## src/rtl/bitfix_pkg.sv

```systemverilog
// Package: shared state encodings and the start-time verdict for the
// bit corrector. Assumes nothing beyond IEEE 1800-2017 synthesizable types.
package bitfix_pkg;

    localparam int BYTE_W = 8;

    typedef enum logic [2:0] {
        C_IDLE,
        C_FETCH,
        C_LATCH,
        C_EVAL,
        C_WAIT,
        C_NEXT
    } ctl_state_t;

    typedef enum logic [1:0] {
        M_IDLE,
        M_READ,
        M_WRITE
    } rmw_state_t;

    typedef enum logic [1:0] {
        V_RUN,
        V_CLEAN,
        V_BAD
    } verdict_t;

    // Decide at start what a run does; blank flags outrank the uncorrectable flag.
    function automatic verdict_t judge(input logic all00, input logic allff,
                                       input logic uncor, input logic cnt_zero);
        verdict_t v;
        if (all00 || allff)
            v = V_CLEAN;
        else if (uncor)
            v = V_BAD;
        else if (cnt_zero)
            v = V_CLEAN;
        else
            v = V_RUN;
        return v;
    endfunction

endpackage

```

## src/rtl/bitfix_locate.sv

```systemverilog
// Module: selects one packed position from an index word and turns it into
// a byte address, a one-hot bit mask and an in-range indication.
// Assumes: the high field does not overlap the low field and fits in the word.
module bitfix_locate #(
    parameter int IDX_W  = 32,
    parameter int POS_W  = 13,
    parameter int HI_LSB = 16
) (
    input  logic [IDX_W-1:0] word,
    input  logic             sel_hi,
    input  logic [POS_W-3:0] len,
    output logic [POS_W-4:0] byte_addr,
    output logic [7:0]       mask,
    output logic             in_range
);

    localparam int LEN_W = POS_W - 2;

    logic [POS_W-1:0] pos;
    logic             unused_word;

    // Pick the low or high position field of the fetched word.
    assign pos = sel_hi ? word[HI_LSB +: POS_W] : word[POS_W-1:0];

    // Byte address is the position without its bit-in-byte part.
    assign byte_addr = pos[POS_W-1:3];

    // One-hot mask selecting the bit inside the byte.
    generate
        for (genvar g = 0; g < 8; g++) begin : g_mask
            assign mask[g] = (pos[2:0] == 3'(g));
        end
    endgenerate

    // Positions past the data length fall in parity and are skipped.
    assign in_range = (LEN_W'(byte_addr) < len);

    // Bits outside both fields carry no meaning.
    assign unused_word = ^word;

endmodule

```

## src/rtl/bitfix_rmw.sv

```systemverilog
// Module: performs one read-modify-write on the byte buffer: read the byte,
// invert the masked bit, write it back. Assumes the buffer returns read data
// in the cycle it acknowledges, and that go is only raised while idle.
module bitfix_rmw
    import bitfix_pkg::*;
#(
    parameter int AW = 10
) (
    input  logic              clk,
    input  logic              rst_n,
    input  logic              go,
    input  logic [AW-1:0]     addr,
    input  logic [BYTE_W-1:0] mask,
    output logic              fin,
    output logic              buf_req,
    output logic              buf_we,
    output logic [AW-1:0]     buf_addr,
    output logic [BYTE_W-1:0] buf_wdata,
    input  logic              buf_ack,
    input  logic [BYTE_W-1:0] buf_rdata
);

    rmw_state_t        st;
    logic [AW-1:0]     addr_q;
    logic [BYTE_W-1:0] mask_q;
    logic [BYTE_W-1:0] byte_q;

    // Sequence read then write, holding each request until acknowledged.
    always_ff @(posedge clk) begin
        if (!rst_n) begin
            st     <= M_IDLE;
            addr_q <= '0;
            mask_q <= '0;
            byte_q <= '0;
        end else begin
            case (st)
                M_IDLE: begin
                    if (go) begin
                        addr_q <= addr;
                        mask_q <= mask;
                        st     <= M_READ;
                    end
                end
                M_READ: begin
                    if (buf_ack) begin
                        byte_q <= buf_rdata ^ mask_q;
                        st     <= M_WRITE;
                    end
                end
                M_WRITE: begin
                    if (buf_ack)
                        st <= M_IDLE;
                end
                default: st <= M_IDLE;
            endcase
        end
    end

    // Drive the buffer port from the current step.
    assign buf_req   = (st != M_IDLE);
    assign buf_we    = (st == M_WRITE);
    assign buf_addr  = addr_q;
    assign buf_wdata = byte_q;
    assign fin       = (st == M_WRITE) && buf_ack;

    AST_REQ_HELD: assert property (@(posedge clk) disable iff (!rst_n)
        (buf_req && !buf_ack) |=> (buf_req && $stable(buf_addr) && $stable(buf_we)));
    AST_WR_AFTER_RD: assert property (@(posedge clk) disable iff (!rst_n)
        $rose(buf_we) |-> $past(buf_req && buf_ack && !buf_we));
    AST_GO_WHEN_IDLE: assert property (@(posedge clk) disable iff (!rst_n)
        go |-> !buf_req);

endmodule

```

## src/rtl/bitfix_ctrl.sv

```systemverilog
// Module: run controller. Decides at start whether corrections apply, steps
// through the error numbers, fetches an index word on each even number and
// hands in-range positions to the read-modify-write engine.
// Assumes the index port has one cycle of read latency.
module bitfix_ctrl
    import bitfix_pkg::*;
#(
    parameter int CNT_W = 4,
    parameter int IDX_W = 32,
    parameter int LEN_W = 11
) (
    input  logic             clk,
    input  logic             rst_n,
    input  logic             start,
    input  logic [CNT_W-1:0] err_count,
    input  logic             all00,
    input  logic             allff,
    input  logic             uncor,
    input  logic [LEN_W-1:0] data_len,
    output logic             idx_rd_en,
    output logic [CNT_W-2:0] idx_rd_addr,
    input  logic [IDX_W-1:0] idx_rd_data,
    output logic [IDX_W-1:0] word,
    output logic             sel_hi,
    output logic [LEN_W-1:0] len,
    input  logic             in_range,
    output logic             rmw_go,
    input  logic             rmw_fin,
    output logic             done,
    output logic             bad_msg
);

    ctl_state_t       st;
    logic [CNT_W-1:0] num_q;
    logic [CNT_W-1:0] cnt_q;
    logic [CNT_W-1:0] num_nx;
    logic [IDX_W-1:0] word_q;
    logic [LEN_W-1:0] len_q;
    logic             done_q;
    logic             bad_q;
    verdict_t         verdict;

    // Start-time decision from the flags and the count.
    assign verdict = judge(all00, allff, uncor, (err_count == '0));

    // Next error number.
    assign num_nx = num_q + 1'b1;

    // Main sequencer for one correction run.
    always_ff @(posedge clk) begin
        if (!rst_n) begin
            st     <= C_IDLE;
            num_q  <= '0;
            cnt_q  <= '0;
            word_q <= '0;
            len_q  <= '0;
            done_q <= 1'b0;
            bad_q  <= 1'b0;
        end else begin
            done_q <= 1'b0;
            case (st)
                C_IDLE: begin
                    if (start) begin
                        cnt_q <= err_count;
                        len_q <= data_len;
                        num_q <= '0;
                        case (verdict)
                            V_RUN: st <= C_FETCH;
                            V_BAD: begin
                                done_q <= 1'b1;
                                bad_q  <= 1'b1;
                            end
                            default: begin
                                done_q <= 1'b1;
                                bad_q  <= 1'b0;
                            end
                        endcase
                    end
                end
                C_FETCH: st <= C_LATCH;
                C_LATCH: begin
                    word_q <= idx_rd_data;
                    st     <= C_EVAL;
                end
                C_EVAL: st <= in_range ? C_WAIT : C_NEXT;
                C_WAIT: begin
                    if (rmw_fin)
                        st <= C_NEXT;
                end
                C_NEXT: begin
                    num_q <= num_nx;
                    if (num_nx == cnt_q) begin
                        st     <= C_IDLE;
                        done_q <= 1'b1;
                        bad_q  <= 1'b0;
                    end else if (!num_nx[0]) begin
                        st <= C_FETCH;
                    end else begin
                        st <= C_EVAL;
                    end
                end
                default: st <= C_IDLE;
            endcase
        end
    end

    // Index port and hand-off to the locate and rmw stages.
    assign idx_rd_en   = (st == C_FETCH);
    assign idx_rd_addr = num_q[CNT_W-1:1];
    assign word        = word_q;
    assign sel_hi      = num_q[0];
    assign len         = len_q;
    assign rmw_go      = (st == C_EVAL) && in_range;
    assign done        = done_q;
    assign bad_msg     = bad_q;

    AST_FETCH_EVEN: assert property (@(posedge clk) disable iff (!rst_n)
        idx_rd_en |-> !num_q[0]);
    AST_NUM_BELOW_CNT: assert property (@(posedge clk) disable iff (!rst_n)
        (st != C_IDLE) |-> (num_q < cnt_q));
    AST_CLEAN_SKIP: assert property (@(posedge clk) disable iff (!rst_n)
        (st == C_IDLE && start && (all00 || allff)) |=> (done && !bad_msg && st == C_IDLE));
    AST_BAD_SKIP: assert property (@(posedge clk) disable iff (!rst_n)
        (st == C_IDLE && start && uncor && !all00 && !allff) |=> (done && bad_msg && st == C_IDLE));
    AST_ZERO_CNT: assert property (@(posedge clk) disable iff (!rst_n)
        (st == C_IDLE && start && err_count == '0) |=> (done && st == C_IDLE));

endmodule

```

## src/rtl/bch_bitfix.sv

```systemverilog
// Module: top of the BCH error-position bit corrector. Connects the run
// controller, the position decoder and the read-modify-write engine.
// Assumes start is raised only while no run is in progress, that data_len
// is valid at start, and that index words stay unchanged during a run.
module bch_bitfix #(
    parameter int POS_W  = 13,
    parameter int HI_LSB = 16,
    parameter int IDX_W  = 32,
    parameter int CNT_W  = 4
) (
    input  logic             clk,
    input  logic             rst_n,
    input  logic             start,
    input  logic [CNT_W-1:0] err_count,
    input  logic             flag_all00,
    input  logic             flag_allff,
    input  logic             flag_uncor,
    input  logic [POS_W-3:0] data_len,
    output logic             idx_rd_en,
    output logic [CNT_W-2:0] idx_rd_addr,
    input  logic [IDX_W-1:0] idx_rd_data,
    output logic             buf_req,
    output logic             buf_we,
    output logic [POS_W-4:0] buf_addr,
    output logic [7:0]       buf_wdata,
    input  logic [7:0]       buf_rdata,
    input  logic             buf_ack,
    output logic             done,
    output logic             bad_msg
);

    localparam int BYTE_AW = POS_W - 3;
    localparam int LEN_W   = POS_W - 2;

    logic [IDX_W-1:0]   word;
    logic               sel_hi;
    logic [LEN_W-1:0]   len;
    logic [BYTE_AW-1:0] loc_addr;
    logic [7:0]         loc_mask;
    logic               in_range;
    logic               rmw_go;
    logic               rmw_fin;

    bitfix_ctrl #(
        .CNT_W (CNT_W),
        .IDX_W (IDX_W),
        .LEN_W (LEN_W)
    ) u_ctrl (
        .clk         (clk),
        .rst_n       (rst_n),
        .start       (start),
        .err_count   (err_count),
        .all00       (flag_all00),
        .allff       (flag_allff),
        .uncor       (flag_uncor),
        .data_len    (data_len),
        .idx_rd_en   (idx_rd_en),
        .idx_rd_addr (idx_rd_addr),
        .idx_rd_data (idx_rd_data),
        .word        (word),
        .sel_hi      (sel_hi),
        .len         (len),
        .in_range    (in_range),
        .rmw_go      (rmw_go),
        .rmw_fin     (rmw_fin),
        .done        (done),
        .bad_msg     (bad_msg)
    );

    bitfix_locate #(
        .IDX_W  (IDX_W),
        .POS_W  (POS_W),
        .HI_LSB (HI_LSB)
    ) u_locate (
        .word      (word),
        .sel_hi    (sel_hi),
        .len       (len),
        .byte_addr (loc_addr),
        .mask      (loc_mask),
        .in_range  (in_range)
    );

    bitfix_rmw #(
        .AW (BYTE_AW)
    ) u_rmw (
        .clk       (clk),
        .rst_n     (rst_n),
        .go        (rmw_go),
        .addr      (loc_addr),
        .mask      (loc_mask),
        .fin       (rmw_fin),
        .buf_req   (buf_req),
        .buf_we    (buf_we),
        .buf_addr  (buf_addr),
        .buf_wdata (buf_wdata),
        .buf_ack   (buf_ack),
        .buf_rdata (buf_rdata)
    );

    AST_ADDR_IN_LEN: assert property (@(posedge clk) disable iff (!rst_n)
        buf_req |-> (LEN_W'(buf_addr) < len));
    AST_ONE_BIT_MASK: assert property (@(posedge clk) disable iff (!rst_n)
        rmw_go |-> $onehot(loc_mask));
    AST_NO_ACCESS_AT_DONE: assert property (@(posedge clk) disable iff (!rst_n)
        done |-> (!buf_req && !idx_rd_en));

endmodule

```

## config.mk

```make
export PLATFORM = sky130hd
export DESIGN_NAME = bch_bitfix
export DESIGN_NICKNAME = d
export VERILOG_FILES = /design/src/rtl/bitfix_pkg.sv /design/src/rtl/bitfix_locate.sv /design/src/rtl/bitfix_rmw.sv /design/src/rtl/bitfix_ctrl.sv /design/src/rtl/bch_bitfix.sv
export SDC_FILE = /design/constraint.sdc
export NUM_CORES = 1
export LEC_CHECK = 0
export ABC_AREA = 1
export BUFFER_PORTS_ARGS = -buffer_cell sky130_fd_sc_hd__buf_4
export CAP_MARGIN = 20
export CORE_ASPECT_RATIO = 0.8
export CORE_UTILIZATION = 40
export CTS_CLUSTER_SIZE = 16
export DETAILED_ROUTE_END_ITERATION = 10
export GPL_ROUTABILITY_DRIVEN = 0
export GPL_TIMING_DRIVEN = 1
export MAX_ROUTING_LAYER = met4
export PLACE_DENSITY = 0.69
export SYNTH_ARGS = -nofsm -noshare
export SYNTH_HDL_FRONTEND = slang
export SYNTH_SLANG_ARGS = --single-unit
```

## constraint.sdc

```tcl
create_clock -name clk -period 3 [get_ports clk]
set_clock_uncertainty 0.2 [all_clocks]
set_input_delay 0.6 -clock clk [delete_from_list [all_inputs] [get_ports clk]]
set_output_delay 0.6 -clock clk [all_outputs]
set_load 0.01 [all_outputs]
```

==> results of run 1 <==
==> tightest hold or removal path: stages (launching register included) <==
cell and delay (ns):
dfxtp_1 0.31, inv_1 0.05, a21oi_1 0.05
==> power by group through the flow <==
stage	combinational, uW	clock, uW	sequential (uW)
global route	846	1160	1230
CTS	733	1120	1220
global placement	701	0	1230
finish	742	1090	1220
detailed placement	729	0	1240
floorplan	526	0	1230
==> registers in the layout (all words and copies together), names as in the netlist <==
name             flops
u_ctrl.done          1
u_rmw.buf_wdata      8
u_ctrl.num_q         4
u_ctrl.len          11
u_rmw.st             2
u_ctrl.cnt_q         4
u_rmw.buf_addr      10
u_ctrl.word         26
u_ctrl.bad_msg       1
u_rmw.mask_q         8
u_ctrl.st            3
==> metal layers <==
metal  global-route usage (%)  routed length (um)  up-vias  part of all wire, %
met4                     4.33                  60        0                 0.67
met3                     4.99                 655        7                  7.3
li1                         -                   -     1864                    -
met1                     25.6                4280     1535                   48
met5                        -                   0        -                    0
met2                     28.7                3940      102                   44
==> worst min-delay path by stage <==
| stage | to | slack (ns) |
|---|---|---|
| finish | u_rmw.buf_wdata[6] | 0.24 |
| global route | u_rmw.buf_wdata[3] | 0.27 |
| CTS | u_rmw.buf_wdata[6] | 0.25 |
| detailed placement | u_rmw.buf_wdata[6] | 0.24 |
| global placement | u_rmw.buf_wdata[6] | 0.23 |
| floorplan | u_ctrl.word[16] | 0.23 |
==> through the flow <==
step | instance area, um^2 | worst slack [ns] | util, % | total power, uW
4_1_cts | 4840 | 0.0821 | 52.4 | 3060
5_1_grt | 4860 | 0.0267 | 52.6 | 3240
6_report | 4860 | 0.233 | 52.6 | 3050
3_5_place_dp | 4540 | 0.0885 | 49.2 | 1970
2_1_floorplan | 3880 | 0.557 | - | 1760
3_3_place_gp | 4540 | 0.149 | 49.2 | 1930
==> logic make-up after synthesis <==
kind of cell / after synthesis / share of synthesized area (%)
adder cells (fa/ha/maj): 10 / 3.22
flip-flops: 78 / 40.2
AND/OR/NAND/NOR: 240 / 29.6
XOR/XNOR: 8 / 1.80
AO/OA/AOI/OAI: 102 / 13.6
buffers and inverters: 109 / 11.5
==> final cells by class <==
cell class / instances / area [um^2]
clock inverters: 5 / 58.8
clock buffers: 11 / 243
repair buffers: 86 / 646
inverters: 84 / 315
flip-flops and latches: 78 / 1560
well taps: 115 / 144
multi-input cells: 361 / 1890
fillers: 926 / 4370
==> cell usage after synthesis <==
cell type	instances
a21oi_1	37
a21oi_4	1
and2_1	1
buf_1	1
buf_2	10
buf_6	2
buf_8	1
clkbuf_1	11
dfxtp_1	78
ha_1	10
inv_1	72
inv_2	12
nand2_1	80
nand2_2	3
nand2_4	11
nand3_1	14
nand3_4	1
nand3b_1	1
nand4_1	16
nor2_1	86
nor2_2	12
nor2_8	1
nor3_1	2
o211ai_1	1
o21ai_0	57
o21ai_1	5
o21ai_2	1
or2_2	11
or2_4	1
xor2_1	8
==> results.cfg, run 1 <==
[floorplanning]
dieArea_mm2 = 0.0101
rows = 31
start_util_pct = 42.1
core_mm2 = 0.00923
fp.dieW_um = 112
die_h_um = 90.1
num_io_pins = 88

[timing]
drv_slew = 0
layout_min_cycle_time_ns = 2.77
setup_viol_count_final = 0
max_freq_ghz = 0.361
setup_tns_ns = 0
period_share_pct = 92.2
hold_slack_ns = 0.242
rsz0062_at_grt = no
hold_violations = 0
max_slew_margin_pct = 51.8
worst_slew_pin_slew_ns = 0.722

[setup_path]
r2r_end = u_rmw.buf_addr[6]
r2r_start = u_ctrl.num_q[0]
worst-path-buf-inv = 4
cp-start-kind = flop
crit_path_frequent_cell = inv_1
crit_cells = 14
worstSetupPathType = flop to flop
required_ns = 3.03
endpoint_kind = flop
cpPeakStageDelay_ns = 0.33
crit_family = simple AND/OR/NAND/NOR gates
arrival_ns = 2.80
r2r_slack_ns = 0.23
path_cells = inv_1, or2_2, o21ai_0, inv_1, ha_1, inv_1, nor2_1, nand3_1, nor2_1, nand2_4, nand3_4, nand2_4, inv_2, nor2_2
slowest_stage = dfxtp_1
endpoint = u_rmw.buf_addr[6]
r2r.worst_path.cells = 14
cp-startpoint = u_ctrl.num_q[0]
crit_fanout = 18

[clock_tree]
cts_sinks = 78
cts_made_buffers = 9
clkTransAtPathRegs_ns = 0.06
htreeDepth = 3
cts-root-buf = clkbuf_16
ctsHoldBuffers = 0
cts_buffer_depth = 2
cts_tree = built
postCtsSetupRepairBufs = 0
ctsResizeCount = 0
clock_latency_ns = 0.33

[synth]
synth-seq-area-share_pct = 40.2
synthDistinctLibCells = 30
yosys.area.top_type = dfxtp_1
synth_area_mm2 = 0.00388
synthesis.nets = 619
synth_area_leaders = dfxtp_1 40%, nor2_1 8.3%, nand2_1 7.7%, o21ai_0 7.3%, inv_1 7.0%
syn_inst = 547
synth_top_area_share_pct = 40.2
yosysWarnings = 0
synth-seq-cells = 78
syn_area_per_cell_um2 = 7.10

[power]
ir_drop_mv = 0.284
clkPwrFrac_pct = 35.8
p_sw_uw = 946
p_sw_share_pct = 31.0
p_int_uw = 2100
leakagePower_uw = 0.00225
power_density_mw_per_mm2 = 628
seqPwrFrac_pct = 39.9
combPwrFrac_pct = 24.3

[detailed_routing]
wl_per_cell_um = 12.1
drt_iter0_drc = 136
drc = 7
vias_per_cell = 4.74
dr.pass1.iters = 7
antenna_left = 0
vias = 3508
routed_wl_um = 8930

[run_status]
status = finished with violations
violations = DRC

[final_layout]
final_nets = 692
instances_no_fill = 740
drive_above_1_share_pct = 25.0
final_cell_mix = 86 x nor2_1, 86 x buf_4, 80 x nand2_1
diodes = 0
area_growth_pct = 25.1

[hold_path]
hp-start = u_rmw.buf_wdata[6]
min_path_type = flop to flop
min_path_cells = 2

[global_route]
antenna_found_initial = 0
grt_pass1_wl_um = 15100
grt_max_degree = 53
grt_usage_pct = 19.1
grt_pass1_vias = 3316
overflow = 0

[place]
portBuffers = 81
dp.cells = 723
dp_hpwl_um = 6460

[job]
maxCapViolations = 0
Note: power is estimated with default switching activity, not from simulation.
==> run 2: changes to the inputs <==
- ABC_AREA: 1 -> not set
- clock period: 3 -> 3.1 ns (I/O delays scaled with it)
==> results.cfg, run 2 <==
[final_layout]
diodes = 0
mostFrequentLayoutCell = nand2_1
area_growth_pct = 25.5
final_cell_mix = 131 x nand2_1, 88 x buf_4, 78 x dfxtp_1
instances_no_fill = 621
final_nets = 576
final_area_mm2 = 0.00463
largest_reg_flops = 26
drive_above_1_share_pct = 23.0

[hold_path]
min_path_type = flop to flop
min_path_cells = 2
min_to = u_ctrl.word[20]
hp-start = u_ctrl.word[20]

[synth]
synth_edf_count = 0
syn_inst = 432
synth-seq-cells = 78
synth.most_common_cell = nand2_1
yosysWarnings = 0
synth_area_leaders = dfxtp_1 42%, nand2_1 13%, a21boi_0 8.5%, mux2i_1 5.2%, ha_1 3.4%
yosys.area.top_type = dfxtp_1
synth-seq-area-share_pct = 42.3
synth_area_mm2 = 0.00369
synthesis.nets = 504
async_flop_share_pct = 0
yosys-top-cells-count = 131 x nand2_1, 78 x dfxtp_1, 42 x a21boi_0, 19 x mux2i_1, 17 x inv_1
synth_top_area_share_pct = 42.3
synth_flop_cell = dfxtp_1
synthDistinctLibCells = 47
syn_area_per_cell_um2 = 8.54

[timing]
drv_slew = 0
max_freq_ghz = 0.363
period_share_pct = 88.8
max_slew_margin_pct = 36.6
layout_min_cycle_time_ns = 2.75
hold_violations = 0
worst_slew_pin_slew_ns = 0.952
hold_slack_ns = 0.263
rsz0062_at_grt = no
setup_tns_ns = 0
setup_viol_count_final = 0

[setup_path]
arrival_ns = 2.82
r2r_start = u_ctrl.num_q[0]
crit_fanout = 9
endpoint_kind = flop
r2r.worst_path.cells = 9
r2r_slack_ns = 0.35
r2r_end = u_rmw.buf_addr[6]
cp-start-kind = flop
worstSetupPathType = flop to flop
required_ns = 3.16

[global_route]
grt_use_met2_pct = 28.1
met3_usage_pct = 5.51
use_met1_pct = 21.6
grt_max_degree = 75
antenna_found_initial = 0
grt_usage_pct = 17.6
grt_pass1_vias = 2736
grt_pass1_wl_um = 12600
overflow = 0
top_usage_layer = met2

[detailed_routing]
vias_per_cell = 4.90
vias = 3041
antenna_left = 0
drt_iter0_drc = 126
routed_wl_um = 7840
drc = 0
wl_per_cell_um = 12.6
dr.pass1.iters = 4

[floorplanning]
die_h_um = 87.9
num_io_pins = 88
start_util_pct = 42.4
dieArea_mm2 = 0.00962
fp.dieW_um = 109
core_mm2 = 0.00871
rows = 30

[clock_tree]
cts_buffer_depth = 2
cts-root-buf = clkbuf_16
cts_sinks = 78
clkTransAtPathRegs_ns = 0.06
cts_made_buffers = 9
ctsResizeCount = 0
htreeDepth = 3
cts_tree = built
clock_latency_ns = 0.33
postCtsSetupRepairBufs = 0
ctsHoldBuffers = 0

[place]
portBuffers = 81
dp.cells = 605
placed_area_mm2 = 0.00435
dp_hpwl_um = 5690

[power]
ir_drop_mv = 0.272
p_int_uw = 1650
combPwrFrac_pct = 7.2
p_sw_uw = 498
power_density_mw_per_mm2 = 463
p_total_uw = 2150
leakagePower_uw = 0.00189
seqPwrFrac_pct = 47.8
clkPwrFrac_pct = 44.9
p_sw_share_pct = 23.2

[job]
maxCapViolations = 0

[run_status]
status = finished, final reports clean
run 2: cell types whose count changed in the layout (fill, tap and decap cells not counted), sizes merged, moves of 19 or more:
cell,change
a21boi,+43
a21oi,-33
inv,-66
mux2i,+19
nand2,+37
nor2,-92
o21ai,-59
run 2: how the worst max path moves through the flow:
stage | from | endpoint | slack, ns | cells after the start
after global placement | u_ctrl.num_q[0] | u_rmw.buf_addr[9] | 0.41 | 9
final | u_ctrl.num_q[0] | u_rmw.buf_addr[6] | 0.35 | 9
after detailed placement | u_ctrl.num_q[0] | u_rmw.buf_addr[6] | 0.35 | 9
after CTS | u_ctrl.num_q[0] | u_rmw.buf_addr[5] | 0.34 | 9
after global routing | u_ctrl.num_q[0] | u_rmw.buf_addr[1] | 0.08 | 9
after floorplan | u_ctrl.num_q[0] | u_rmw.buf_addr[0] | 0.23 | 10
run 2: critical path, stage by stage (launching register included):
cell,delay [ns]
dfxtp_1,0.45
buf_4,0.21
mux2_2,0.36
ha_1,0.30
a21oi_1,0.13
o221ai_1,0.17
a21oi_1,0.17
a21boi_2,0.24
buf_4,0.24
mux2i_1,0.20
run 2: layer usage:
| layer | wire (um) | vias to the layer above |
|---|---|---|
| met1 | 3740 | 1368 |
| met3 | 435 | 5 |
| met4 | 59 | 0 |
| met2 | 3610 | 76 |
| met5 | 0 | - |
| li1 | - | 1592 |
run 2: area by class of cell:
cell class	instances	area, um^2
Timing Repair Buffer	88	661
Sequential cell	78	1560
Clock buffer	10	229
Multi-Input combinational cell	310	1930
Tap cell	112	140
Clock inverter	6	47.5
Fill cell	837	4080
Inverter	17	63.8
run 2: cells by family (layout without fill, tap and decap cells):
| logic type | after synthesis | after routing | synth area share [%] |
|---|---|---|---|
| flip-flops | 78 | 78 | 42.3 |
| AND/OR/NAND/NOR | 180 | 180 | 21.6 |
| adder cells (fa/ha/maj) | 10 | 10 | 3.39 |
| multiplexers | 29 | 29 | 8.20 |
| XOR/XNOR | 14 | 14 | 3.32 |
| AO/OA/AOI/OAI | 77 | 77 | 15.8 |
| buffers and inverters | 44 | 121 | 5.46 |
run 2: through the flow:
step | setup WS [ns] | utilization [%]
after CTS | 0.342 | 53.2
after global routing | 0.0768 | 53.2
after global placement | 0.411 | 50.0
after floorplan | 0.235 | -
final | 0.346 | 53.2
after detailed placement | 0.351 | 50.0
run 2: power by group through the flow:
stage	logic (uW)	clock network (uW)	registers, uW
after global routing	171	1040	1030
after detailed placement	156	0	1050
final	155	964	1030
after floorplan	82.8	0	1050
after CTS	157	986	1030
after global placement	153	0	1050
==> run 3: changes to the inputs <==
- clock period: 3.1 -> 3.3 ns (I/O delays scaled with it)
==> results.cfg, run 3 (synthesis results as in run 2) <==
[run_status]
status = finished, final reports clean

[timing]
rsz0062_at_grt = no
hold_violations = 0
period_share_pct = 89.9
max_slew_margin_pct = 36.8
worst_slew_pin_slew_ns = 0.948
max_freq_ghz = 0.337
setup_viol_count_final = 0
drv_slew = 0
setup_tns_ns = 0
layout_min_cycle_time_ns = 2.97

[clock_tree]
clkTransAtPathRegs_ns = 0.06
ctsResizeCount = 0
clock_latency_ns = 0.33
cts_sinks = 78
ctsHoldBuffers = 0
cts_tree = built
cts-root-buf = clkbuf_16
postCtsSetupRepairBufs = 0
htreeDepth = 3
cts_made_buffers = 9
cts_buffer_depth = 2

[floorplanning]
fp.dieW_um = 109
dieArea_mm2 = 0.00962
rows = 30
core_mm2 = 0.00871
die_h_um = 87.9
start_util_pct = 42.4
num_io_pins = 88

[setup_path]
crit_fanout = 11
worst-path-buf-inv = 2
cpPeakStageDelay_ns = 0.64
cp-start-kind = flop
arrival_ns = 3.03
endpoint_kind = flop
worstSetupPathType = flop to flop
path_cells = buf_4, mux2_2, ha_1, a21oi_1, o221ai_1, a21oi_1, a21boi_2, buf_4, mux2i_1
slowest_stage = dfxtp_1
required_ns = 3.36
crit_family = compound AO/OA/AOI/OAI gates

[global_route]
overflow = 0
antenna_found_initial = 0
grt_pass1_vias = 2859
grt_usage_pct = 18.8
grt_max_degree = 62
grt_pass1_wl_um = 13200

[final_layout]
largest_reg_flops = 26
final_area_mm2 = 0.00461
area_growth_pct = 24.9
diodes = 0
drive_above_1_share_pct = 22.0
final_nets = 574
final_cell_mix = 131 x nand2_1, 86 x buf_4, 78 x dfxtp_1
mostFrequentLayoutCell = nand2_1
instances_no_fill = 617

[detailed_routing]
routed_wl_um = 8170
vias = 3051
antenna_left = 0
dr.pass1.iters = 4
vias_per_cell = 4.94
wl_per_cell_um = 13.2
drc = 0
drt_iter0_drc = 146

[power]
ir_drop_mv = 0.251
power_density_mw_per_mm2 = 444
leakagePower_uw = 0.00189

[place]
dp.cells = 603
portBuffers = 81
placed_area_mm2 = 0.00434
dp_hpwl_um = 5790

[hold_path]
min_path_type = flop to flop

[job]
maxCapViolations = 0
run 3: metal layers:
| layer | track usage (%) | part of all wire (%) | up-vias |
|---|---|---|---|
| met4 | 5.21 | 0.70 | 0 |
| met1 | 22.4 | 48 | 1383 |
| li1 | - | - | 1584 |
| met2 | 29.7 | 45 | 77 |
| met3 | 7.07 | 6.5 | 7 |
| met5 | - | 0 | - |
run 3: power by group:
part           internal (uW)  switching, uW  total (uW)
sequential               956           8.56         965
combinational           78.7           68.2         147
clock                    576            358         935
run 3: area by class of cell:
| class | instances | area (um^2) |
|---|---|---|
| sequential | 78 | 1560 |
| timing repair buffer | 86 | 646 |
| multi-input combinational | 310 | 1930 |
| fill | 847 | 4100 |
| tap | 112 | 140 |
| clock inverter | 2 | 35.0 |
| clock buffer | 12 | 236 |
| inverter | 17 | 63.8 |
run 3: worst register-to-register path: cells and delay by family, from the launching register on:
family | cells | cell delay [ns]
buf+inv | 2 | 0.48
flops | 1 | 0.64
compound gates | 4 | 0.72
mux | 2 | 0.57
fa+ha+maj | 1 | 0.30
run 3: path summary, 6_finish.rpt:
| path | from | to | slack, ns | depth (start not counted) |
|---|---|---|---|---|
| max | u_ctrl.num_q[0] | u_rmw.buf_addr[6] | 0.33 | 9 |
| min | u_ctrl.len[2] | u_ctrl.len[2] | 0.26 | 2 |
| max reg2reg | u_ctrl.num_q[0] | u_rmw.buf_addr[6] | 0.33 | 9 |
| min reg2reg | u_ctrl.len[2] | u_ctrl.len[2] | 0.26 | 2 |
run 3: stage by stage:
step                power (uW)  util, %  worst slack (ns)  hold WS, ns
CTS                       2070     52.9             0.313        0.264
finish                    2050     52.9             0.334        0.262
detailed placement        1130     49.8             0.331        0.255
global placement          1130     49.8             0.382        0.242
global route              2130     52.9             0.134        0.282
floorplan                 1060        -             0.435        0.240
